**config.mk**
```make
export PLATFORM = sky130hd
export DESIGN_NAME = tcnt_unit
export DESIGN_NICKNAME = d
export VERILOG_FILES = /design/src/rtl/tcnt_pkg.sv /design/src/rtl/tcnt_edge_sync.sv /design/src/rtl/tcnt_prescale.sv /design/src/rtl/tcnt_counter.sv /design/src/rtl/tcnt_irq.sv /design/src/rtl/tcnt_unit.sv
export SDC_FILE = /design/constraint.sdc
export NUM_CORES = 1
export LEC_CHECK = 0
export BUFFER_PORTS_ARGS = -buffer_cell sky130_fd_sc_hd__buf_2
export CORE_MARGIN = 1.5
export CORE_UTILIZATION = 35
export CTS_CLUSTER_SIZE = 40
export DETAILED_ROUTE_END_ITERATION = 10
export PLACE_DENSITY = 0.59
export SYNTH_ARGS = -nofsm -noshare
export SYNTH_HDL_FRONTEND = slang
export SYNTH_SLANG_ARGS = --single-unit
```
**constraint.sdc**
```tcl
create_clock -name clk_i -period 3.35 [get_ports clk_i]
set_input_delay 0.67 -clock clk_i [delete_from_list [all_inputs] [get_ports clk_i]]
set_output_delay 0.67 -clock clk_i [all_outputs]
set_load 0.02 [all_outputs]
```
**src/rtl/tcnt_pkg.sv**
```systemverilog
package tcnt_pkg;
  typedef enum logic [1:0] {
    M_IDLE  = 2'd0,
    M_TIMER = 2'd1,
    M_EVENT = 2'd2
  } tmode_e;
endpackage

```
**src/rtl/tcnt_edge_sync.sv**
```systemverilog
module tcnt_edge_sync #(
  parameter int SYNC_N = 2
) (
  input  logic clk_i,
  input  logic rst_ni,
  input  logic async_i,
  output logic fall_o
);
  logic [SYNC_N-1:0] sync_q;
  logic              prev_q;

  always_ff @(posedge clk_i or negedge rst_ni) begin
    if (!rst_ni) begin
      sync_q <= '0;
      prev_q <= 1'b0;
    end else begin
      sync_q <= {sync_q[SYNC_N-2:0], async_i};
      prev_q <= sync_q[SYNC_N-1];
    end
  end

  assign fall_o = prev_q & ~sync_q[SYNC_N-1];
endmodule

```
**src/rtl/tcnt_prescale.sv**
```systemverilog
module tcnt_prescale #(
  parameter int PRE_W = 5
) (
  input  logic clk_i,
  input  logic rst_ni,
  input  logic clr_i,
  input  logic run_i,
  input  logic tick_i,
  output logic step_o
);
  logic [PRE_W-1:0] pre_q;

  always_ff @(posedge clk_i or negedge rst_ni) begin
    if (!rst_ni)                pre_q <= '0;
    else if (clr_i)             pre_q <= '0;
    else if (run_i && tick_i)   pre_q <= pre_q + 1'b1;
  end

  assign step_o = run_i & tick_i & ~clr_i & (&pre_q);

  p_pre_clr_r2: assert property (@(posedge clk_i) disable iff (!rst_ni)
    clr_i |=> (pre_q == '0));
endmodule

```
**src/rtl/tcnt_counter.sv**
```systemverilog
module tcnt_counter #(
  parameter int CNT_W = 8
) (
  input  logic             clk_i,
  input  logic             rst_ni,
  input  logic             step_i,
  input  logic             load_i,
  input  logic [CNT_W-1:0] load_data_i,
  output logic [CNT_W-1:0] count_o,
  output logic             ovf_o
);
  logic [CNT_W-1:0] cnt_q;

  always_ff @(posedge clk_i or negedge rst_ni) begin
    if (!rst_ni)      cnt_q <= '0;
    else if (load_i)  cnt_q <= load_data_i;
    else if (step_i)  cnt_q <= cnt_q + 1'b1;
  end

  assign count_o = cnt_q;
  assign ovf_o   = step_i & ~load_i & (&cnt_q);

  p_load_r5: assert property (@(posedge clk_i) disable iff (!rst_ni)
    load_i |=> (cnt_q == $past(load_data_i)));
  p_hold_r4: assert property (@(posedge clk_i) disable iff (!rst_ni)
    (!load_i && !step_i) |=> $stable(cnt_q));
endmodule

```
**src/rtl/tcnt_irq.sv**
```systemverilog
module tcnt_irq (
  input  logic clk_i,
  input  logic rst_ni,
  input  logic ovf_i,
  input  logic test_i,
  input  logic en_i,
  input  logic dis_i,
  input  logic ack_i,
  output logic flag_o,
  output logic irq_o
);
  logic flag_q, en_q, irq_q;

  always_ff @(posedge clk_i or negedge rst_ni) begin
    if (!rst_ni) begin
      flag_q <= 1'b0;
      en_q   <= 1'b0;
      irq_q  <= 1'b0;
    end else begin
      // a fresh overflow outranks the test-and-clear
      if (ovf_i)       flag_q <= 1'b1;
      else if (test_i) flag_q <= 1'b0;
      if (dis_i)       en_q <= 1'b0;
      else if (en_i)   en_q <= 1'b1;
      if (ovf_i && en_q) irq_q <= 1'b1;
      else if (ack_i)    irq_q <= 1'b0;
    end
  end

  assign flag_o = flag_q;
  assign irq_o  = irq_q;

  p_flag_set_r6: assert property (@(posedge clk_i) disable iff (!rst_ni)
    ovf_i |=> flag_q);
  p_flag_clr_r7: assert property (@(posedge clk_i) disable iff (!rst_ni)
    (test_i && !ovf_i) |=> !flag_q);
  p_irq_hold_r8: assert property (@(posedge clk_i) disable iff (!rst_ni)
    (irq_q && !ack_i) |=> irq_q);
  p_irq_off_r8: assert property (@(posedge clk_i) disable iff (!rst_ni)
    (!en_q && !irq_q) |=> !irq_q);
endmodule

```
**src/rtl/tcnt_unit.sv**
```systemverilog
module tcnt_unit
  import tcnt_pkg::*;
#(
  parameter int CNT_W  = 8,
  parameter int PRE_W  = 5,
  parameter int SYNC_N = 2
) (
  input  logic             clk_i,
  input  logic             rst_ni,
  input  logic             tick_i,
  input  logic             evt_i,
  input  logic             start_tmr_i,
  input  logic             start_cnt_i,
  input  logic             stop_i,
  input  logic             load_i,
  input  logic [CNT_W-1:0] load_data_i,
  input  logic             test_flag_i,
  input  logic             irq_en_i,
  input  logic             irq_dis_i,
  input  logic             irq_ack_i,
  output logic [CNT_W-1:0] count_o,
  output logic             flag_o,
  output logic             irq_o
);
  tmode_e mode_q;
  logic   tmr_step, evt_fall, step, ovf, pre_clr;

  always_ff @(posedge clk_i or negedge rst_ni) begin
    if (!rst_ni)          mode_q <= M_IDLE;
    else if (stop_i)      mode_q <= M_IDLE;
    else if (start_tmr_i) mode_q <= M_TIMER;
    else if (start_cnt_i) mode_q <= M_EVENT;
  end

  assign pre_clr = start_tmr_i & ~stop_i;

  tcnt_prescale #(.PRE_W(PRE_W)) u_pre (
    .clk_i  (clk_i),
    .rst_ni (rst_ni),
    .clr_i  (pre_clr),
    .run_i  (mode_q == M_TIMER),
    .tick_i (tick_i),
    .step_o (tmr_step)
  );

  tcnt_edge_sync #(.SYNC_N(SYNC_N)) u_sync (
    .clk_i   (clk_i),
    .rst_ni  (rst_ni),
    .async_i (evt_i),
    .fall_o  (evt_fall)
  );

  assign step = tmr_step | ((mode_q == M_EVENT) & evt_fall);

  tcnt_counter #(.CNT_W(CNT_W)) u_cnt (
    .clk_i       (clk_i),
    .rst_ni      (rst_ni),
    .step_i      (step),
    .load_i      (load_i),
    .load_data_i (load_data_i),
    .count_o     (count_o),
    .ovf_o       (ovf)
  );

  tcnt_irq u_irq (
    .clk_i  (clk_i),
    .rst_ni (rst_ni),
    .ovf_i  (ovf),
    .test_i (test_flag_i),
    .en_i   (irq_en_i),
    .dis_i  (irq_dis_i),
    .ack_i  (irq_ack_i),
    .flag_o (flag_o),
    .irq_o  (irq_o)
  );

  p_stop_r9: assert property (@(posedge clk_i) disable iff (!rst_ni)
    stop_i |=> (mode_q == M_IDLE));
  p_idle_r4: assert property (@(posedge clk_i) disable iff (!rst_ni)
    (mode_q == M_IDLE && !load_i) |=> $stable(count_o));
endmodule

```
==> run metrics <==
outcome finished, final reports clean; area share of the largest cell type after synthesis roughly half; number of global-route vias before repair between 700 and 800; clock sinks 21; static leakage 0.581 nW; row count 19; worst slew pin tran approximately 0.46 ns; Final Hold Vio Count 0; synthesized area per cell about 10 µm²; total grt overflow 0; Setup CP Type reg2reg; Final Cycle Share 56.0%; Worst-path clk slew 0.12 ns; Root Buffer clkbuf_4; die height roughly 57 µm; HPWL after DPL around 1.4 mm; worst-case reg-to-reg path depth 6; TNS Setup 0 ns; post-synthesis cell type count 30; power per cell area 404 nW/µm²; Area contributors post-synth dfrtp_1 52%, nor2_1 4.5%, ha_1 3.7%; Synthesis Warnings 0; crit-path max FO 15; Resize count post-CTS 0; core outline area 2760 µm²; share of layout cells above drive strength 1 around 27%; Die Footprint roughly 3200 µm²; Switching Fraction 28.9%; Fillers about 300; DIE WIDTH about 57 µm; critical path launch point type flip-flop; DRT Pass-1 Iters 3; first-pass GRT wire length around 3.4 mm; GP Congestion between 0.7 and 0.8; top cells by count, synth 21 x dfrtp_1, 12 x nor2_1, 8 x nand2_1; Comb pwr share ~15%; most instantiated library cell after synthesis dfrtp_1; clk_lat worst skew approximately 0.30 ns; Max Clock Freq 533 MHz; largest net degree at the start of global routing 22; Main synth FF type dfrtp_1; CTS tree built; Starting Density a little over a third; min Tclk post-route between 1.5 and 2 ns; Slew HR between 60% and 70%; Crit. End Element flip-flop; DR DRC count 0; Async SR Flop Fraction between 90% and 100%; DRT iter0 DRCs 21; vias post-DR between 800 and 900; Yosys top cell by area dfrtp_1; Hold-fix buffers, CTS 0; critical path required time approximately 3.6 ns; Mapped Cells between 90 and 100; Via density 5.14; WL per Instance between 10 and 15 µm; RSZ-0062 raised after global routing no; r2r endpoint u_cnt.count_o[5]$_DFFE_PN0P_; P&R area growth vs syn 18.7%; ANT nets after route 0; IO buf count 29; P_int 0.345 mW; clock network fraction of design power about a quarter; Critical Path Source u_pre.pre_q[0]$_DFFE_PN0P_; Post-Syn Area 1010 µm²; Worst VDD drop between 0.15 and 0.2 mV; ant diodes 0; worst hold-check path type in2async; EDFF count, synth 0; worst reg2reg path startpoint u_pre.pre_q[0]$_DFFE_PN0P_; Max Buffers Root-to-Sink 2; Layout Utilization 43.5%; Slew Viols, Final 0; final wirelength 1.94 mm; final setup fails 0; Total GRT Usage a little over an eighth; H-tree levels 1; FF+latch count, synth 21; TritonCTS Buffers 3; nets@finish 153; Mapped Nets around 120; r2r setup slk 1.47 ns; sequential fraction of the synthesis area between 50% and 60%; max_cap viols 0; antenna violations before repair 0; NetSw around 0.14 mW; Post-CTS Setup Repair Bufs 0; clock skew about 0.0055 ns; sequential share of power 59.3%; WP data arrival ~2.1 ns; IO Count 30
## flip-flops by register name (all words and copies together) (netlist names)
signal / count
u_irq.flag_o: 1
u_irq.en_q: 1
u_cnt.count_o: 8
u_sync.sync_q: 2
u_sync.prev_q: 1
u_pre.pre_q: 5
u_irq.irq_o: 1
mode_q: 2
## kinds of logic after synthesis
| family | after synthesis | share of synthesized area (%) |
|---|---|---|
| xor+xnor | 4 | 3.47 |
| mux | 3 | 2.97 |
| flops | 21 | 52.0 |
| buf+inv | 9 | 4.46 |
| simple gates | 44 | 22.9 |
| fa+ha+maj | 3 | 3.71 |
| compound gates | 15 | 10.5 |
## metal layers
layer,GRT usage (%),vias up,wire [µm]
met3,2.76,2,67
met2,22.4,17,964
met1,17.5,387,893
li1,-,416,-
met5,0,-,0
met4,4.98,0,15
## layout make-up
class	count	area [µm²]	share of cell area [%]
Tap cell	31	38.8	3.23
Multi-Input combinational cell	69	440	36.7
Timing Repair Buffer	29	145	12.1
Clock buffer	3	22.5	1.88
Inverter	6	22.5	1.88
Clock inverter	1	5.00	0.417
Sequential cell	21	526	43.8
## worst max path at each step
stage | cells past startpoint | to | slack (ns)
finish | 6 | u_cnt.count_o[5]$_DFFE_PN0P_ | 1.47
global route | 6 | u_cnt.count_o[5]$_DFFE_PN0P_ | 1.34
CTS | 6 | u_cnt.count_o[5]$_DFFE_PN0P_ | 1.45
detailed placement | 5 | u_cnt.count_o[5]$_DFFE_PN0P_ | 1.24
global placement | 5 | u_cnt.count_o[5]$_DFFE_PN0P_ | 1.27
floorplan | 5 | u_cnt.count_o[5]$_DFFE_PN0P_ | 1.58
## worst max-delay path, stage by stage, from the launching register on
cell     delay, ns
dfrtp_1       0.41
ha_1          0.17
and3_1        0.16
ha_1          0.18
a31oi_4       0.18
or4_1         0.54
a31oi_1       0.16
## stage by stage
| stage | power, mW | instance area (µm²) | instances | hold slack [ns] | setup WS [ns] |
|---|---|---|---|---|---|
| finish | 0.485 | 1200 | 160 | 0.295 | 1.47 |
| detailed placement | 0.368 | 1170 | 156 | 0.346 | 1.24 |
| CTS | 0.494 | 1200 | 160 | 0.309 | 1.45 |
| global route | 0.513 | 1200 | 160 | 0.320 | 1.34 |
| floorplan | 0.333 | 1010 | 99 | 0.331 | 1.58 |
| global placement | 0.365 | 1170 | 156 | 0.335 | 1.27 |
## cells in the final DEF (no fill, tap or decap), types with 3 or more instances in the layout
cell type  Yosys  final
buf_2          0     29
dfrtp_1       21     21
nor2_1        12     12
nand2_1        8      8
inv_1          5      5
o21ai_0        5      5
nand3_1        5      5
or4_1          4      4
and3_1         3      3
nand4_1        3      3
or3_1          3      3
mux2i_1        3      3
a31oi_1        3      3
xor2_1         3      3
o211ai_1       3      3
ha_1           3      3
clkbuf_4       0      3
## power groups by stage
stage	clock network, mW	logic (mW)	registers (mW)
after floorplan	0	0.0335	0.300
after global placement	0	0.0734	0.291
after detailed placement	0	0.0759	0.292
after CTS	0.131	0.0755	0.288
after global routing	0.139	0.0844	0.290
final	0.124	0.0737	0.288
No activity file was read; power rests on OpenSTA's default activity.
